<file path="src/rtl/qbp_pkg.sv">
package qbp_pkg;
    // Clocks in one machine cycle: length of the strong pullup pulse
    localparam int QBP_MC_CLKS_DEF = 4;
    // Depth of the pin synchroniser
    localparam int QBP_SYNC_DEF    = 2;

    // Width of a down-counter that must hold the value n
    function automatic int cnt_width(input int n);
        return (n < 2) ? 1 : $clog2(n + 1);
    endfunction
endpackage

</file>
<file path="src/rtl/qbp_latch.sv">
module qbp_latch
    import qbp_pkg::*;
#(
    parameter int WIDTH   = 8,
    parameter int MC_CLKS = QBP_MC_CLKS_DEF
) (
    input  logic             clk,
    input  logic             rst_n,
    input  logic             wr_en,
    input  logic [WIDTH-1:0] wr_data,
    output logic [WIDTH-1:0] latch_q_o,
    output logic [WIDTH-1:0] pulse_act_o
);
    localparam int CW = cnt_width(MC_CLKS);
    localparam logic [CW-1:0] LOAD = CW'(MC_CLKS);

    typedef struct packed {
        logic [WIDTH-1:0]         latch;
        logic [WIDTH-1:0][CW-1:0] cnt;
    } lat_state_t;

    lat_state_t st_d, st_q;

    always_comb begin
        st_d = st_q;
        if (wr_en) begin
            st_d.latch = wr_data;
        end
        for (int i = 0; i < WIDTH; i++) begin
            if (!st_d.latch[i]) begin
                st_d.cnt[i] = '0;
            end else if (wr_en && wr_data[i] && !st_q.latch[i]) begin
                st_d.cnt[i] = LOAD;
            end else if (st_q.cnt[i] != '0) begin
                st_d.cnt[i] = st_q.cnt[i] - CW'(1);
            end
        end
    end

    always_ff @(posedge clk or negedge rst_n) begin
        if (!rst_n) begin
            st_q.latch <= '1;
            st_q.cnt   <= '0;
        end else begin
            st_q <= st_d;
        end
    end

    assign latch_q_o = st_q.latch;

    for (genvar g = 0; g < WIDTH; g++) begin : g_act
        assign pulse_act_o[g] = (st_q.cnt[g] != '0);
    end

    p_write_r2: assert property (@(posedge clk) disable iff (!rst_n)
        wr_en |=> (latch_q_o == $past(wr_data)));
    p_hold_r2: assert property (@(posedge clk) disable iff (!rst_n)
        !wr_en |=> $stable(latch_q_o));
    p_rise_r3: assert property (@(posedge clk) disable iff (!rst_n)
        wr_en |=> ((pulse_act_o & $past(wr_data & ~latch_q_o)) == $past(wr_data & ~latch_q_o)));
    p_norise_r4: assert property (@(posedge clk) disable iff (!rst_n)
        (wr_en && ((wr_data & ~latch_q_o) == '0) && (pulse_act_o == '0)) |=> (pulse_act_o == '0));
    p_cancel_r10: assert property (@(posedge clk) disable iff (!rst_n)
        wr_en |=> ((pulse_act_o & ~$past(wr_data)) == '0));
endmodule

</file>
<file path="src/rtl/qbp_sync.sv">
module qbp_sync
    import qbp_pkg::*;
#(
    parameter int WIDTH  = 8,
    parameter int STAGES = QBP_SYNC_DEF
) (
    input  logic             clk,
    input  logic             rst_n,
    input  logic [WIDTH-1:0] pin_in,
    output logic [WIDTH-1:0] pin_q_o
);
    localparam int AW = cnt_width(STAGES);

    typedef struct packed {
        logic [STAGES-1:0][WIDTH-1:0] stage;
        logic [AW-1:0]                age;
    } syn_state_t;

    syn_state_t st_d, st_q;

    always_comb begin
        st_d = st_q;
        st_d.stage[0] = pin_in;
        for (int s = 1; s < STAGES; s++) begin
            st_d.stage[s] = st_q.stage[s-1];
        end
        if (st_q.age != AW'(STAGES)) begin
            st_d.age = st_q.age + AW'(1);
        end
    end

    always_ff @(posedge clk or negedge rst_n) begin
        if (!rst_n) begin
            st_q.stage <= '1;
            st_q.age   <= '0;
        end else begin
            st_q <= st_d;
        end
    end

    assign pin_q_o = st_q.stage[STAGES-1];

    p_sync_delay_r8: assert property (@(posedge clk) disable iff (!rst_n)
        (st_q.age == AW'(STAGES)) |-> (pin_q_o == $past(pin_in, STAGES)));
endmodule

</file>
<file path="src/rtl/qbp_drive.sv">
module qbp_drive #(
    parameter int WIDTH = 8
) (
    input  logic [WIDTH-1:0] latch_q,
    input  logic [WIDTH-1:0] alt_out,
    input  logic [WIDTH-1:0] pulse_act,
    output logic [WIDTH-1:0] pd_en_o,
    output logic [WIDTH-1:0] su_en_o,
    output logic [WIDTH-1:0] wu_en_o
);
    typedef struct packed {
        logic pd;
        logic su;
        logic wu;
    } drv_t;

    drv_t [WIDTH-1:0] drv_d;

    for (genvar g = 0; g < WIDTH; g++) begin : g_bit
        logic level;
        always_comb begin
            level       = latch_q[g] & alt_out[g];
            drv_d[g].pd = ~level;
            drv_d[g].su = level & pulse_act[g];
            drv_d[g].wu = level & ~pulse_act[g];
        end
        assign pd_en_o[g] = drv_d[g].pd;
        assign su_en_o[g] = drv_d[g].su;
        assign wu_en_o[g] = drv_d[g].wu;
    end
endmodule

</file>
<file path="src/rtl/qbp_port.sv">
module qbp_port
    import qbp_pkg::*;
#(
    parameter int WIDTH   = 8,
    parameter int MC_CLKS = QBP_MC_CLKS_DEF,
    parameter int STAGES  = QBP_SYNC_DEF
) (
    input  logic             clk,
    input  logic             rst_n,
    input  logic             wr_en,
    input  logic [WIDTH-1:0] wr_data,
    input  logic [WIDTH-1:0] alt_out,
    input  logic [WIDTH-1:0] pin_in,
    output logic [WIDTH-1:0] pull_down_en,
    output logic [WIDTH-1:0] strong_up_en,
    output logic [WIDTH-1:0] weak_up_en,
    output logic [WIDTH-1:0] latch_val,
    output logic [WIDTH-1:0] pin_val
);
    logic [WIDTH-1:0] latch_q;
    logic [WIDTH-1:0] pulse_act;

    qbp_latch #(.WIDTH(WIDTH), .MC_CLKS(MC_CLKS)) u_latch (
        .clk         (clk),
        .rst_n       (rst_n),
        .wr_en       (wr_en),
        .wr_data     (wr_data),
        .latch_q_o   (latch_q),
        .pulse_act_o (pulse_act)
    );

    qbp_sync #(.WIDTH(WIDTH), .STAGES(STAGES)) u_sync (
        .clk     (clk),
        .rst_n   (rst_n),
        .pin_in  (pin_in),
        .pin_q_o (pin_val)
    );

    qbp_drive #(.WIDTH(WIDTH)) u_drive (
        .latch_q   (latch_q),
        .alt_out   (alt_out),
        .pulse_act (pulse_act),
        .pd_en_o   (pull_down_en),
        .su_en_o   (strong_up_en),
        .wu_en_o   (weak_up_en)
    );

    assign latch_val = latch_q;

    p_excl_r9: assert property (@(posedge clk) disable iff (!rst_n)
        ((pull_down_en & (strong_up_en | weak_up_en)) == '0) && ((strong_up_en & weak_up_en) == '0));
    p_alt_low_r6: assert property (@(posedge clk) disable iff (!rst_n)
        ((~alt_out & ~pull_down_en) == '0));
    p_zero_pd_r2: assert property (@(posedge clk) disable iff (!rst_n)
        ((~latch_val & ~pull_down_en) == '0));
    p_pulse_end_r3: assert property (@(posedge clk) disable iff (!rst_n)
        ($fell(strong_up_en[0]) && latch_val[0] && alt_out[0]) |-> weak_up_en[0]);
endmodule

</file>
<file path="config.mk">
export PLATFORM = sky130hd
export DESIGN_NAME = qbp_port
export DESIGN_NICKNAME = d
export VERILOG_FILES = /design/src/rtl/qbp_pkg.sv /design/src/rtl/qbp_latch.sv /design/src/rtl/qbp_sync.sv /design/src/rtl/qbp_drive.sv /design/src/rtl/qbp_port.sv
export SDC_FILE = /design/constraint.sdc
export NUM_CORES = 1
export LEC_CHECK = 0
export ABC_AREA = 1
export BUFFER_PORTS_ARGS = -buffer_cell sky130_fd_sc_hd__buf_2
export CORE_AREA = 2 2 69 71
export DETAILED_ROUTE_END_ITERATION = 8
export DIE_AREA = 0 0 71 73
export PLACE_DENSITY = 0.83
export SYNTH_ARGS = -nofsm -noshare
export SYNTH_HDL_FRONTEND = slang
export SYNTH_HIERARCHICAL = 1
export SYNTH_SLANG_ARGS = --single-unit
</file>
<file path="constraint.sdc">
create_clock -name clk -period 3.3 [get_ports clk]
set_clock_uncertainty 0.05 [all_clocks]
set_input_delay 0.66 -clock clk [delete_from_list [all_inputs] [get_ports clk]]
set_output_delay 0.66 -clock clk [all_outputs]
set_load 0.005 [all_outputs]
</file>
* After elaboration in Yosys (flattened, before gate mapping)
Index checks and enable logic that the tools add are counted.
** Operators by class
- Reduce and logical (&&, ||, !) cells :: 32
- Bitwise operators :: 40
- Order comparisons :: 0
- Shift operators :: 0
- Multiply operators :: 0
- Multiplexer cells :: 25
- Add/subtract/negate cells :: 8
- Equality and inequality tests :: 8
- Div/mod/pow operators :: 0
** Operators with widths (count)
- $mux W3 :: 24
- $and A1 B1 Y1 :: 24
- $ne A3 B2 Y1 const B :: 8
- $reduce_bool A3 Y1 :: 8
- $sub A3 B1 Y3 const B :: 8
- $logic_and A1 B1 Y1 :: 16
- $not A1 Y1 :: 16
- $logic_not A1 Y1 :: 8
- $mux W8 :: 1
** Word-level totals
- Memory bits (writable) :: 0
- Input port bits :: 27
- Output and inout bits :: 40
- Memories :: 0
- Logic and storage cells :: 124
- Bits in latches :: 0
- Bits in registers :: 48
- Bits in read-only memories :: 0

* Longest topological paths before layout
- Depth after elaboration :: 4
- Gate-level depth with buffers :: 7
- Depth with buffers taken out :: 7

* Hierarchy
Netlist, hierarchy kept.
** By module, submodules not included
- qbp_latch :: times used 1, area each 1870.5 um^2, sequential area each 810.8 um^2, cells an instance 236
- qbp_sync :: times used 1, area each 420.4 um^2, sequential area each 420.4 um^2, cells an instance 16
- qbp_drive :: times used 1, area each 140.1 um^2, sequential area each 0.0 um^2, cells an instance 32

* Least setup slack after synthesis
Ideal clock, no wire load.
- Kind :: reg2out
- Start :: reg u_latch/st_q[0] in the netlist's numbering
- End :: out strong_up_en[0]
- Cell stages (with the launch flop) :: 6
- Slack :: 1.747 ns
- Data required time :: 2.590 ns
- Path buffers :: 0
- Arrival time :: 0.843 ns
- Cell sequence :: dfrtp_1 inv_1 ha_1 nand2_1 inv_1 nor2_1
** On the way
- Longest elaborated chain between the ends :: 2
** Ends and longest elaborated chain
- start: declaration :: RTL line qbp_latch.sv:22 : lat_state_t st_d, st_q;
- start signal: assignment :: RTL line qbp_latch.sv:45 : st_q <= st_d;
- $reduce_bool A3 Y1 :: RTL line qbp_latch.sv:52 : assign pulse_act_o[g] = (st_q.cnt[g] != '0);
- via pulse_act[0] :: RTL line qbp_port.sv:21 : logic [WIDTH-1:0] pulse_act;
- $and A1 B1 Y1 :: RTL line qbp_drive.sv:24 : drv_d[g].su = level & pulse_act[g];
- end: declaration :: RTL line qbp_port.sv:15 : output logic [WIDTH-1:0] strong_up_en,
The timed path passes the listed nets, and every way through them passes these cells.

* Final worst setup path
- Start :: reg u_latch/st_q[6] in the netlist's numbering
- End :: out strong_up_en[2]
The elaborated chain is that of the path after synthesis.

==> flow_metrics.env <==
export IMPL_drtAntennaViolNets=0
export IMPL_fmax_mhz=486
export IMPL_stdcell_area_um2=2850
export IMPL_ioPinCount=67
export IMPL_met3_length_um=181
export IMPL_drc=0
export IMPL_placed_area_um2=2750
export IMPL_powerDensity_nw_per_um2=550
export IMPL_first_pass_iters=4
export IMPL_pre_cts_slack_ns=1.56
export IMPL_hp_class="flop to flop"
export IMPL_fillers=385
export IMPL_cts_tree="done"
export IMPL_vias=1924
export IMPL_cp_required_ns=2.59
export IMPL_clock_latency_ns=0.30
export IMPL_area_delta_synth_final_pct=17.2
export IMPL_critPathKind="flop to primary output"
export IMPL_routed_wl_mm=4.51
export IMPL_portBuffers=66
export IMPL_slowest_stage="dfrtp_1"
export IMPL_arrival_ns=1.35
export IMPL_die_w_um=71
export IMPL_die_h_um=73
export IMPL_core_um2=4540
export IMPL_grt_pass1_wl_mm=7.33
export IMPL_clk_pin_slew_ns=0.09
export IMPL_critPathBufInv=3
export IMPL_top_layer="met4"
export IMPL_wl_met1_mm=1.88
export IMPL_period_minus_slack_ns=2.06
export IMPL_grt_pass1_vias=1758
export IMPL_finalMaxSlewViolations=0
export IMPL_wl_per_cell_um=11.2
export IMPL_gp_congestion=0.831
export IMPL_placementRows=25
export IMPL_status="completed"
export IMPL_layout_drive_gt1_share_pct=33.0
export IMPL_fin_ws_ns=1.24
export IMPL_cts_buffers=5
export IMPL_setup_viol=0
export IMPL_drv_cap=0
export IMPL_htreeDepth=2
export IMPL_dp_hpwl_mm=3.40
export IMPL_die_area_um2=5180
export IMPL_synth_area_um2=2430
export IMPL_antenna_cells=0
export IMPL_max_stage_delay_ns=0.35
export IMPL_wl_met2_mm=2.39
export IMPL_startpoint_type="flop"
export IMPL_ys_types=17
export IMPL_cts_resized=0
export IMPL_slew_headroom_pct=37.6
export IMPL_cp_common_cell="inv_1"
export IMPL_peakVddDrop_uv=251
export IMPL_fin_setup_tns_ns=0
export IMPL_synthCells=284
export IMPL_routed_via_density=4.77
export IMPL_antenna_found_initial=0
export IMPL_cts_sinks=48
export IMPL_hold_buffers=0
export IMPL_tightest_slew_ns=0.936
export IMPL_p_leak_nw=1.57
export IMPL_nNetsFinal=391
export IMPL_final_hold_violation_count=0
export IMPL_cp_end_kind="primary output"
export IMPL_cts_root_buffer="clkbuf_8"
export IMPL_post_cts_repair_setup_buffers=0
export IMPL_grt_remaining_overflow=0
export IMPL_ys_ff_latch=48
export IMPL_path_cells="inv_1 -> ha_1 -> nand2_1 -> inv_1 -> nor2_1 -> buf_2"
export IMPL_crit_family="flip-flops"
export IMPL_avgSynthCellArea_um2=8.56
export IMPL_rsz0062_at_grt="no"
export IMPL_ys_warn_count=6
export IMPL_clock_path_buffers=2
export IMPL_syn_num_nets=327
export IMPL_initial_core_util_pct=53.6
export IMPL_cp_max_fo=4
export IMPL_ys_seq_area_share_pct=50.6
export IMPL_grt_max_degree=45
export IMPL_finalCritPeriodShare_pct=62.4
export IMPL_grtUsageTotal_pct=18.0
export IMPL_drt_initial_drc_count=66
==> sequential cells by signal (all words and copies together) (netlist names) <==
register	count
u_latch/latch_q_o	8
u_latch/st_q	24
u_sync/pin_q_o	8
u_sync/st_d	8
==> synthesized netlist by cell type, drive strengths merged <==
cell type  number  share of area [%]
nand2          44                7.7
nand4           4                1.0
dfrtp          24                 25
o21a            7                2.2
nor2           68                 10
nand3           8                1.6
xor2            1               0.36
dfstp          24                 26
ha             16                8.2
a21oi          14                4.0
buf            10                3.4
o21ai           7                1.4
inv            57                8.9
==> routing by layer <==
layer	GRT usage, %	up-vias
met2	33.4	39
li1	-	972
met4	6.29	0
met3	4.14	7
met5	0	-
met1	20.4	906
==> per-stage QoR <==
stage	cells	power (mW)	hold WS (ns)	util [%]
after detailed placement	395	1.21	0.297	60.7
after global placement	395	1.18	0.295	60.7
after CTS	403	1.58	0.311	62.8
final	403	1.57	0.309	62.8
after floorplan	284	1.07	0.295	-
after global routing	403	1.69	0.315	62.8
==> worst register-to-register path, cell delays in order, from the launching register on <==
cell and delay, ns:
dfrtp_1 0.40, inv_1 0.11, ha_1 0.19, inv_1 0.06
nor2_1 0.14, nand2_1 0.08, nand2_1 0.07, a21oi_1 0.04
==> worst paths after layout <==
kind	from	endpoint	slack (ns)	cells after the start
setup / recovery	u_latch/st_q[6]	strong_up_en[2]	1.24	6
hold / removal	u_sync/st_d[10]	u_sync/pin_q_o[0]	0.31	0
setup reg to reg	u_latch/st_q[21]	u_latch/st_q[22]	2.07	7
hold reg to reg	u_sync/st_d[10]	u_sync/pin_q_o[0]	0.31	0
max in group asynchronous	rst_n	u_sync/st_d[12]	2.04	2
min in group asynchronous	rst_n	u_latch/st_q[22]	0.45	1
==> cells by family after synthesis <==
kind of cell             Yosys count  synth area share, %
AO/OA/AOI/OAI                     28                 7.57
buffers and inverters             67                 12.3
flip-flops                        48                 50.6
adder cells (fa/ha/maj)           16                 8.23
XOR/XNOR                           1                0.360
AND/OR/NAND/NOR                  124                 20.9
==> cell type report <==
type	instances	area, um^2	area share, %
clock buffers	7	86.3	3.03
clock inverters	1	8.76	0.307
inverters	57	216	7.60
flip-flops and latches	48	1230	43.2
well taps	54	67.6	2.37
repair buffers	67	338	11.9
multi-input cells	169	901	31.6
==> cell usage in the layout, fill, tap and decap left out <==
master	synthesis	layout
clkinv_4	0	1
nand2_2	9	9
ha_1	16	16
nor2_1	68	68
dfstp_2	24	24
a21oi_2	7	7
nand2_1	35	35
buf_2	0	66
clkbuf_8	0	6
inv_1	56	56
clkbuf_1	0	1
xor2_1	1	1
a21oi_1	7	7
nand3_1	8	8
inv_4	1	1
nand4_1	4	4
o21a_1	7	7
dfrtp_1	24	24
buf_4	8	1
o21ai_1	7	7
==> where the power goes <==
| group | switching [mW] | internal (mW) |
|---|---|---|
| Combinational | 0.307 | 0.182 |
| Sequential | 0.0366 | 0.675 |
| Clock | 0.193 | 0.172 |
Power figures use the tool's default switching activity.
